==> config.mk <==
export PLATFORM = sky130hd
export DESIGN_NAME = crc_fold_top
export DESIGN_NICKNAME = d
export VERILOG_FILES = /design/src/rtl/crc_fold_pkg.sv /design/src/rtl/crc_fold_cfg.sv /design/src/rtl/crc_fold_step.sv /design/src/rtl/crc_fold_out.sv /design/src/rtl/crc_fold_top.sv
export SDC_FILE = /design/constraint.sdc
export NUM_CORES = 1
export LEC_CHECK = 0
export ABC_AREA = 1
export BUFFER_PORTS_ARGS = -buffer_cell sky130_fd_sc_hd__buf_2
export CORE_MARGIN = 1.5
export CORE_UTILIZATION = 40
export DETAILED_ROUTE_END_ITERATION = 7
export PLACE_DENSITY_LB_ADDON = 0.08
export SLEW_MARGIN = 20
export SYNTH_ARGS = -nofsm -noshare
export SYNTH_HDL_FRONTEND = slang
export SYNTH_HIERARCHICAL = 1
export SYNTH_SLANG_ARGS = --single-unit
==> constraint.sdc <==
create_clock -name clk -period 13.2 [get_ports clk]
set_input_delay 2.64 -clock clk [delete_from_list [all_inputs] [get_ports clk]]
set_output_delay 2.64 -clock clk [all_outputs]
set_load 0.03 [all_outputs]
==> src/rtl/crc_fold_pkg.sv <==
package crc_fold_pkg;
  typedef enum logic [1:0] {
    CFG_POLY = 2'd0,
    CFG_SEED = 2'd1,
    CFG_FXOR = 2'd2,
    CFG_CTRL = 2'd3
  } cfg_sel_e;

  // encoding is {byte_swap, bit_reflect}
  typedef enum logic [1:0] {
    FOLD_PLAIN  = 2'b00,
    FOLD_BITREV = 2'b01,
    FOLD_BSWAP  = 2'b10,
    FOLD_FULL   = 2'b11
  } fold_mode_e;
endpackage

==> src/rtl/crc_fold_cfg.sv <==
module crc_fold_cfg #(
  parameter int CRC_W    = 32,
  parameter int LEN_W    = 6,
  parameter int REFL_BIT = 8,
  parameter int SWAP_BIT = 9
) (
  input  logic                    clk,
  input  logic                    rst,
  input  logic                    busy,
  input  logic                    we,
  input  logic [1:0]              addr,
  input  logic [CRC_W-1:0]        wdata,
  output logic [CRC_W-1:0]        poly,
  output logic [CRC_W-1:0]        seed,
  output logic [CRC_W-1:0]        fxor,
  output logic [CRC_W-1:0]        mask,
  output logic [LEN_W-1:0]        len,
  output crc_fold_pkg::fold_mode_e mode
);
  import crc_fold_pkg::*;

  logic [CRC_W-1:0] poly_q, seed_q, fxor_q;
  logic [LEN_W-1:0] len_q;
  fold_mode_e       mode_q;
  logic [LEN_W-1:0] len_req;
  logic             len_ok;
  logic             wr_ok;
  logic             unused_bits;

  assign len_req     = wdata[LEN_W-1:0];
  assign len_ok      = (len_req != '0) && (len_req <= LEN_W'(CRC_W));
  assign wr_ok       = we && !busy;
  assign unused_bits = ^{wdata[CRC_W-1:SWAP_BIT+1], wdata[REFL_BIT-1:LEN_W]};

  always_ff @(posedge clk) begin
    if (rst) begin
      poly_q <= '0;
      seed_q <= '0;
      fxor_q <= '0;
      len_q  <= LEN_W'(CRC_W);
      mode_q <= FOLD_PLAIN;
    end else if (wr_ok) begin
      case (cfg_sel_e'(addr))
        CFG_POLY: poly_q <= wdata;
        CFG_SEED: seed_q <= wdata;
        CFG_FXOR: fxor_q <= wdata;
        CFG_CTRL: begin
          len_q  <= len_ok ? len_req : LEN_W'(CRC_W);
          mode_q <= fold_mode_e'({wdata[SWAP_BIT], wdata[REFL_BIT]});
        end
        default: ;
      endcase
    end
  end

  for (genvar i = 0; i < CRC_W; i++) begin : g_mask
    assign mask[i] = (LEN_W'(i) < len_q);
  end

  assign poly = poly_q & mask;
  assign seed = seed_q & mask;
  assign fxor = fxor_q;
  assign len  = len_q;
  assign mode = mode_q;


  cfg_lock_chk: assert property (@(posedge clk) disable iff (rst)
    (busy && we) |=> ($stable(poly_q) && $stable(seed_q) && $stable(fxor_q)
                      && $stable(len_q) && $stable(mode_q)));


  len_range_chk: assert property (@(posedge clk) disable iff (rst)
    (len_q != '0) && (len_q <= LEN_W'(CRC_W)));
endmodule

==> src/rtl/crc_fold_step.sv <==
module crc_fold_step #(
  parameter int CRC_W  = 32,
  parameter int DATA_W = 8,
  parameter int LEN_W  = 6
) (
  input  logic [CRC_W-1:0]  rem,
  input  logic [CRC_W-1:0]  poly,
  input  logic [CRC_W-1:0]  mask,
  input  logic [LEN_W-1:0]  len,
  input  logic [DATA_W-1:0] data,
  output logic [CRC_W-1:0]  nxt
);
  localparam int IDX_W = $clog2(CRC_W);

  logic [IDX_W-1:0] top_idx;
  assign top_idx = IDX_W'(len - LEN_W'(1));

  always_comb begin
    logic [CRC_W-1:0] r;
    logic             fb;
    r = rem;
    for (int b = DATA_W - 1; b >= 0; b--) begin
      fb = r[top_idx] ^ data[b];
      r  = ((r << 1) & mask) ^ (fb ? poly : '0);
    end
    nxt = r;
  end
endmodule

==> src/rtl/crc_fold_out.sv <==
module crc_fold_out #(
  parameter int CRC_W = 32,
  parameter int LEN_W = 6
) (
  input  logic [CRC_W-1:0]         s,
  input  logic [LEN_W-1:0]         len,
  input  crc_fold_pkg::fold_mode_e mode,
  output logic [CRC_W-1:0]         folded
);
  import crc_fold_pkg::*;

  localparam int NB   = CRC_W / 8;
  localparam int SH_W = $clog2(CRC_W + 1);

  logic [CRC_W-1:0] bit_rev, byte_rev, in_byte_rev;
  logic [LEN_W-1:0] nbytes;
  logic [SH_W-1:0]  full_sh, swap_sh;

  for (genvar i = 0; i < CRC_W; i++) begin : g_brev
    assign bit_rev[i] = s[CRC_W-1-i];
  end

  for (genvar k = 0; k < NB; k++) begin : g_byte
    assign byte_rev[8*k +: 8] = s[8*(NB-1-k) +: 8];
    for (genvar j = 0; j < 8; j++) begin : g_bit
      assign in_byte_rev[8*k + j] = s[8*k + 7 - j];
    end
  end

  assign nbytes  = (len + LEN_W'(7)) >> 3;
  assign full_sh = SH_W'(CRC_W) - SH_W'(len);
  assign swap_sh = SH_W'(CRC_W) - SH_W'({nbytes, 3'b000});

  always_comb begin
    case (mode)
      FOLD_PLAIN:  folded = s;
      FOLD_BITREV: folded = in_byte_rev;
      FOLD_BSWAP:  folded = byte_rev >> swap_sh;
      FOLD_FULL:   folded = bit_rev >> full_sh;
      default:     folded = s;
    endcase
  end
endmodule

==> src/rtl/crc_fold_top.sv <==
module crc_fold_top #(
  parameter int CRC_W  = 32,
  parameter int DATA_W = 8
) (
  input  logic              clk,
  input  logic              rst,
  input  logic              cfg_we,
  input  logic [1:0]        cfg_addr,
  input  logic [CRC_W-1:0]  cfg_wdata,
  input  logic              start,
  input  logic              din_valid,
  input  logic [DATA_W-1:0] din,
  input  logic              din_last,
  output logic [CRC_W-1:0]  crc_result,
  output logic              done,
  output logic              busy
);
  import crc_fold_pkg::*;

  localparam int LEN_W = $clog2(CRC_W) + 1;

  logic [CRC_W-1:0] poly, seed, fxor, mask;
  logic [LEN_W-1:0] len;
  fold_mode_e       mode;
  logic [CRC_W-1:0] rem_q, rem_nxt, folded;
  logic             active_q, done_q;

  crc_fold_cfg #(.CRC_W(CRC_W), .LEN_W(LEN_W)) cfg_i (
    .clk(clk), .rst(rst), .busy(active_q), .we(cfg_we), .addr(cfg_addr),
    .wdata(cfg_wdata), .poly(poly), .seed(seed), .fxor(fxor), .mask(mask),
    .len(len), .mode(mode)
  );

  crc_fold_step #(.CRC_W(CRC_W), .DATA_W(DATA_W), .LEN_W(LEN_W)) step_i (
    .rem(rem_q), .poly(poly), .mask(mask), .len(len), .data(din), .nxt(rem_nxt)
  );

  crc_fold_out #(.CRC_W(CRC_W), .LEN_W(LEN_W)) out_i (
    .s(rem_q), .len(len), .mode(mode), .folded(folded)
  );

  always_ff @(posedge clk) begin
    if (rst) begin
      rem_q    <= '0;
      active_q <= 1'b0;
      done_q   <= 1'b0;
    end else begin
      done_q <= 1'b0;
      if (start) begin
        rem_q    <= seed;
        active_q <= 1'b1;
      end else if (active_q && din_valid) begin
        rem_q <= rem_nxt;
        if (din_last) begin
          active_q <= 1'b0;
          done_q   <= 1'b1;
        end
      end
    end
  end

  assign crc_result = folded ^ fxor;
  assign done       = done_q;
  assign busy       = active_q;


  done_pulse_chk: assert property (@(posedge clk) disable iff (rst)
    done_q |=> !done_q);


  done_idle_chk: assert property (@(posedge clk) disable iff (rst)
    done_q |-> !active_q);


  rem_span_chk: assert property (@(posedge clk) disable iff (rst)
    active_q |-> ((rem_q & ~mask) == '0));


  fold_span_chk: assert property (@(posedge clk) disable iff (rst)
    (active_q && (mode == FOLD_PLAIN || mode == FOLD_FULL)) |-> ((folded & ~mask) == '0));


  idle_ignore_chk: assert property (@(posedge clk) disable iff (rst)
    (!active_q && !start && din_valid) |=> ($stable(rem_q) && !done_q));
endmodule

==> results.cfg <==
[route]
vias_per_cell = 5.85
detail-route-antenna-nets = 0
routed_wirelength_um = 92400
drt_pre_antenna_iters = 8
detail_route.drc_violations = 13
detailedRoute.firstIterationViolations = 3311
routed_len_inst_um = 20.6
vias = 26200

[worst_setup_path]
worst-r2r-cell-count = 83
setup.worst_path.start_class = input pin
cp_data_required_time_ps = 13570
critPathMaxStageDelay_ps = 260
criticalPathCategory = in -> reg
crit-reg2reg-launch = cfg_i/len[1]
crit_top_cell = sky130_fd_sc_hd__nand3_1
worstSetupEndpointType = flop
crit_path_max_fanout = 59
rr_endpoint = rem_q[27]
worstSetupStartpoint = din[7]
critical_path_arrival_ps = 12650
timing.critical_path.slowest_stage_cell = sky130_fd_sc_hd__a21oi_2
reg2reg_slack_ps = 1020

[sta]
fmax_mhz = 81.4
fin_setup_tns_ps = 0
hold_viol = 0
final_period_minus_worst_setup_slack_ps = 12280
final_setup_violations = 0
report.final.slew_viol_count = 0
layout_worst_path_cycle_share_pct = 93.0
worst-slew-pin-transition_ps = 1030
final_worst_clock_skew_ps = 8.68
slew_headroom_pct = 31.1
worst_slack_ps = 918

[synth]
synth_cells = 3891
synth-adder-area-share_pct = 0.184
synth.top_cells.by_area = sky130_fd_sc_hd__nand3_1 28%, sky130_fd_sc_hd__nand2_1 18%, sky130_fd_sc_hd__dfxtp_1 14%, sky130_fd_sc_hd__inv_1 8.4%, sky130_fd_sc_hd__nand4_1 7.4%
synth_xor_area_share_pct = 1.69
synthArstFlopShare_pct = 0
syn-cell-area_mm2 = 0.0204
synth-edff-count = 0
dominantRegCellSynth = sky130_fd_sc_hd__dfxtp_1
synth_cell_type_count = 38
synth-simple-area-share_pct = 63.2
synthesis.area_per_instance_um2 = 5.24
synth_fp_nets = 3942
flip_flop_and_latch_count_after_synthesis = 138
netlist.area_leader.share_pct = 27.8
yosysTopAreaCell = sky130_fd_sc_hd__nand3_1
synthesis.yosys.warnings = 6
synth.area.mux_share_pct = 0
synth-compound-area-share_pct = 3.75
dominant_combinational_cell_family_by_area_after_synthesis = simple AND/OR/NAND/NOR gates
synth_sequential_area_ratio_pct = 13.5

[floorplan]
row_count = 82
floorplan.die_area_mm2 = 0.0524
initial_core_util_pct = 40.6
die_height_um = 229
dieWidth_um = 229
core-area_mm2 = 0.0503
top_ports = 82

[cells_and_area]
layout_commonest_cell = sky130_fd_sc_hd__nand3_1
filler_cell_count = 5796
areaGrowthSynthToFinish_pct = 6.28
finish.net_count = 3848
highest_count_cells_in_the_layout_ignoring_fill_and_taps = 1132 x sky130_fd_sc_hd__nand3_1, 975 x sky130_fd_sc_hd__nand2_1, 457 x sky130_fd_sc_hd__inv_1
fin_area_mm2 = 0.0217
antennaDiodeCount = 0
final_layout_size_suffix_gt1_share_pct = 8.82

[global_routing]
grt_start_max_net_pins = 71
grt_antenna_before_repair = 1
global_route_wire_length_before_repair_um = 139000
grt.total_usage_pct = 33.9
grt.overflow.total = 0
grt_pass1_vias = 23200

[placed_design]
port_buffers = 81
pre_cts_ws_ps = 419
placement.cell_area_mm2 = 0.0209
detailed_place_hpwl_um = 65500
gp_congestion = 0.947

[power_and_ir_drop]
ir_drop_mv = 0.0861
fin_total_pwr_uw = 2350
total_leakage_power_uw = 0.0116
power.density_mw_per_mm2 = 108

[min_path]
holdPathEnd = cfg_i/poly_q[15]
hold_path.startpoint = cfg_i/poly_q[15]
worstHoldPathType = reg -> reg
timing.hold.worst_path_depth = 2

[clock_tree]
cts_root_buffer = sky130_fd_sc_hd__clkbuf_16
tritoncts_clock_tree = yes
cts.hold.buffers_added = 0
cts.sink_count = 138
clkSlewWorstSetupHoldPaths_ps = 70
cts_buffers = 17
clk_path_buf_depth = 2
clock_insertion_delay_worst_skew_ps = 440
htree_levels = 4

[outcome]
outcome = complete, but fails checks
failed_checks = DRC

[run]
cap_viol_max_count = 0
-- worst max-delay path, delay by kind of cell --
kind,cells,cell delay [ps]
buffers and inverters,8,1630
AOI/OAI and AO/OA,6,1230
and+or+nand+nor,61,7060
-- per-layer routing --
metal | global-route usage [%] | share of wire, %
met1 | 46.1 | 42
met2 | 53.6 | 45
met3 | 5.68 | 9.7
met4 | 12.2 | 3.4
met5 | 0 | 0
-- metrics by stage --
| stage | utilization [%] | hold WS [ps] | cells |
|---|---|---|---|
| after floorplan | - | 445 | 3891 |
| after global placement | 41.5 | 462 | 4445 |
| after detailed placement | 41.5 | 468 | 4445 |
| after CTS | 42.8 | 485 | 4477 |
| after global routing | 43.1 | 509 | 4482 |
| final | 43.1 | 482 | 4482 |
-- cells in the mapped netlist (2+ instances only) --
master / instances
sky130_fd_sc_hd__nand2_2: 22
sky130_fd_sc_hd__nand3_1: 1132
sky130_fd_sc_hd__buf_6: 40
sky130_fd_sc_hd__xor2_1: 32
sky130_fd_sc_hd__o21ai_1: 50
sky130_fd_sc_hd__nand2_4: 3
sky130_fd_sc_hd__o21ai_0: 31
sky130_fd_sc_hd__nand3b_1: 10
sky130_fd_sc_hd__nand2_1: 978
sky130_fd_sc_hd__buf_4: 33
sky130_fd_sc_hd__o2111ai_1: 2
sky130_fd_sc_hd__nor2_2: 2
sky130_fd_sc_hd__ha_1: 3
sky130_fd_sc_hd__nand3_4: 2
sky130_fd_sc_hd__clkbuf_1: 90
sky130_fd_sc_hd__nand4_1: 241
sky130_fd_sc_hd__nor2_1: 347
sky130_fd_sc_hd__o21bai_1: 3
sky130_fd_sc_hd__nor2_4: 4
sky130_fd_sc_hd__inv_2: 18
sky130_fd_sc_hd__nor2_8: 4
sky130_fd_sc_hd__a21boi_0: 8
sky130_fd_sc_hd__a21oi_1: 47
sky130_fd_sc_hd__buf_1: 17
sky130_fd_sc_hd__xor2_4: 2
sky130_fd_sc_hd__clkinv_1: 3
sky130_fd_sc_hd__inv_1: 458
sky130_fd_sc_hd__dfxtp_1: 138
sky130_fd_sc_hd__buf_2: 130
sky130_fd_sc_hd__nand3_2: 33
-- cell type report --
type	count	area, um^2	area share [%]
clock buffer	19	464	2.14
clock inverter	13	156	0.721
inverter	481	1830	8.42
multi-input combinational	2961	14100	65.0
sequential	138	2770	12.8
tap	672	841	3.88
timing repair buffer	198	1530	7.07
-- timing repair --
item                       CTS  global route
setup endpoints to repair    0            32
resized for setup            0            19
buffers inserted             0             1
hold endpoints to repair     0             0
-- how the worst max path moves through the flow --
stage / slack (ps) / end / depth (start not counted)
detailed placement: 420 / rem_q[31] / 75
CTS: 860 / rem_q[31] / 75
finish: 920 / rem_q[27] / 75
global placement: 470 / rem_q[31] / 75
global route: -30 / rem_q[31] / 78
floorplan: 2010 / rem_q[22] / 97
-- flip-flops by register name, summed over array words and instances (netlist names) --
name / flops
cfg_i/len: 6
rem_q: 32
cfg_i/fxor: 32
done: 1
cfg_i/mode: 2
cfg_i/poly_q: 32
cfg_i/seed_q: 32
busy: 1
-- power by group --
part / internal, uW / switching (uW)
clock: 300 / 214
sequential: 440 / 35.8
combinational: 392 / 970
-- kinds of logic (layout without fill, tap and decap cells) --
logic type	Yosys count	count (layout)
buffers and inverters	792	711
AOI/OAI and AO/OA	144	144
DFF	138	138
adders and majority gates	3	3
and+or+nand+nor	2779	2779
xor gates and xnor gates	35	35
No activity file was read; power rests on OpenSTA's default activity.
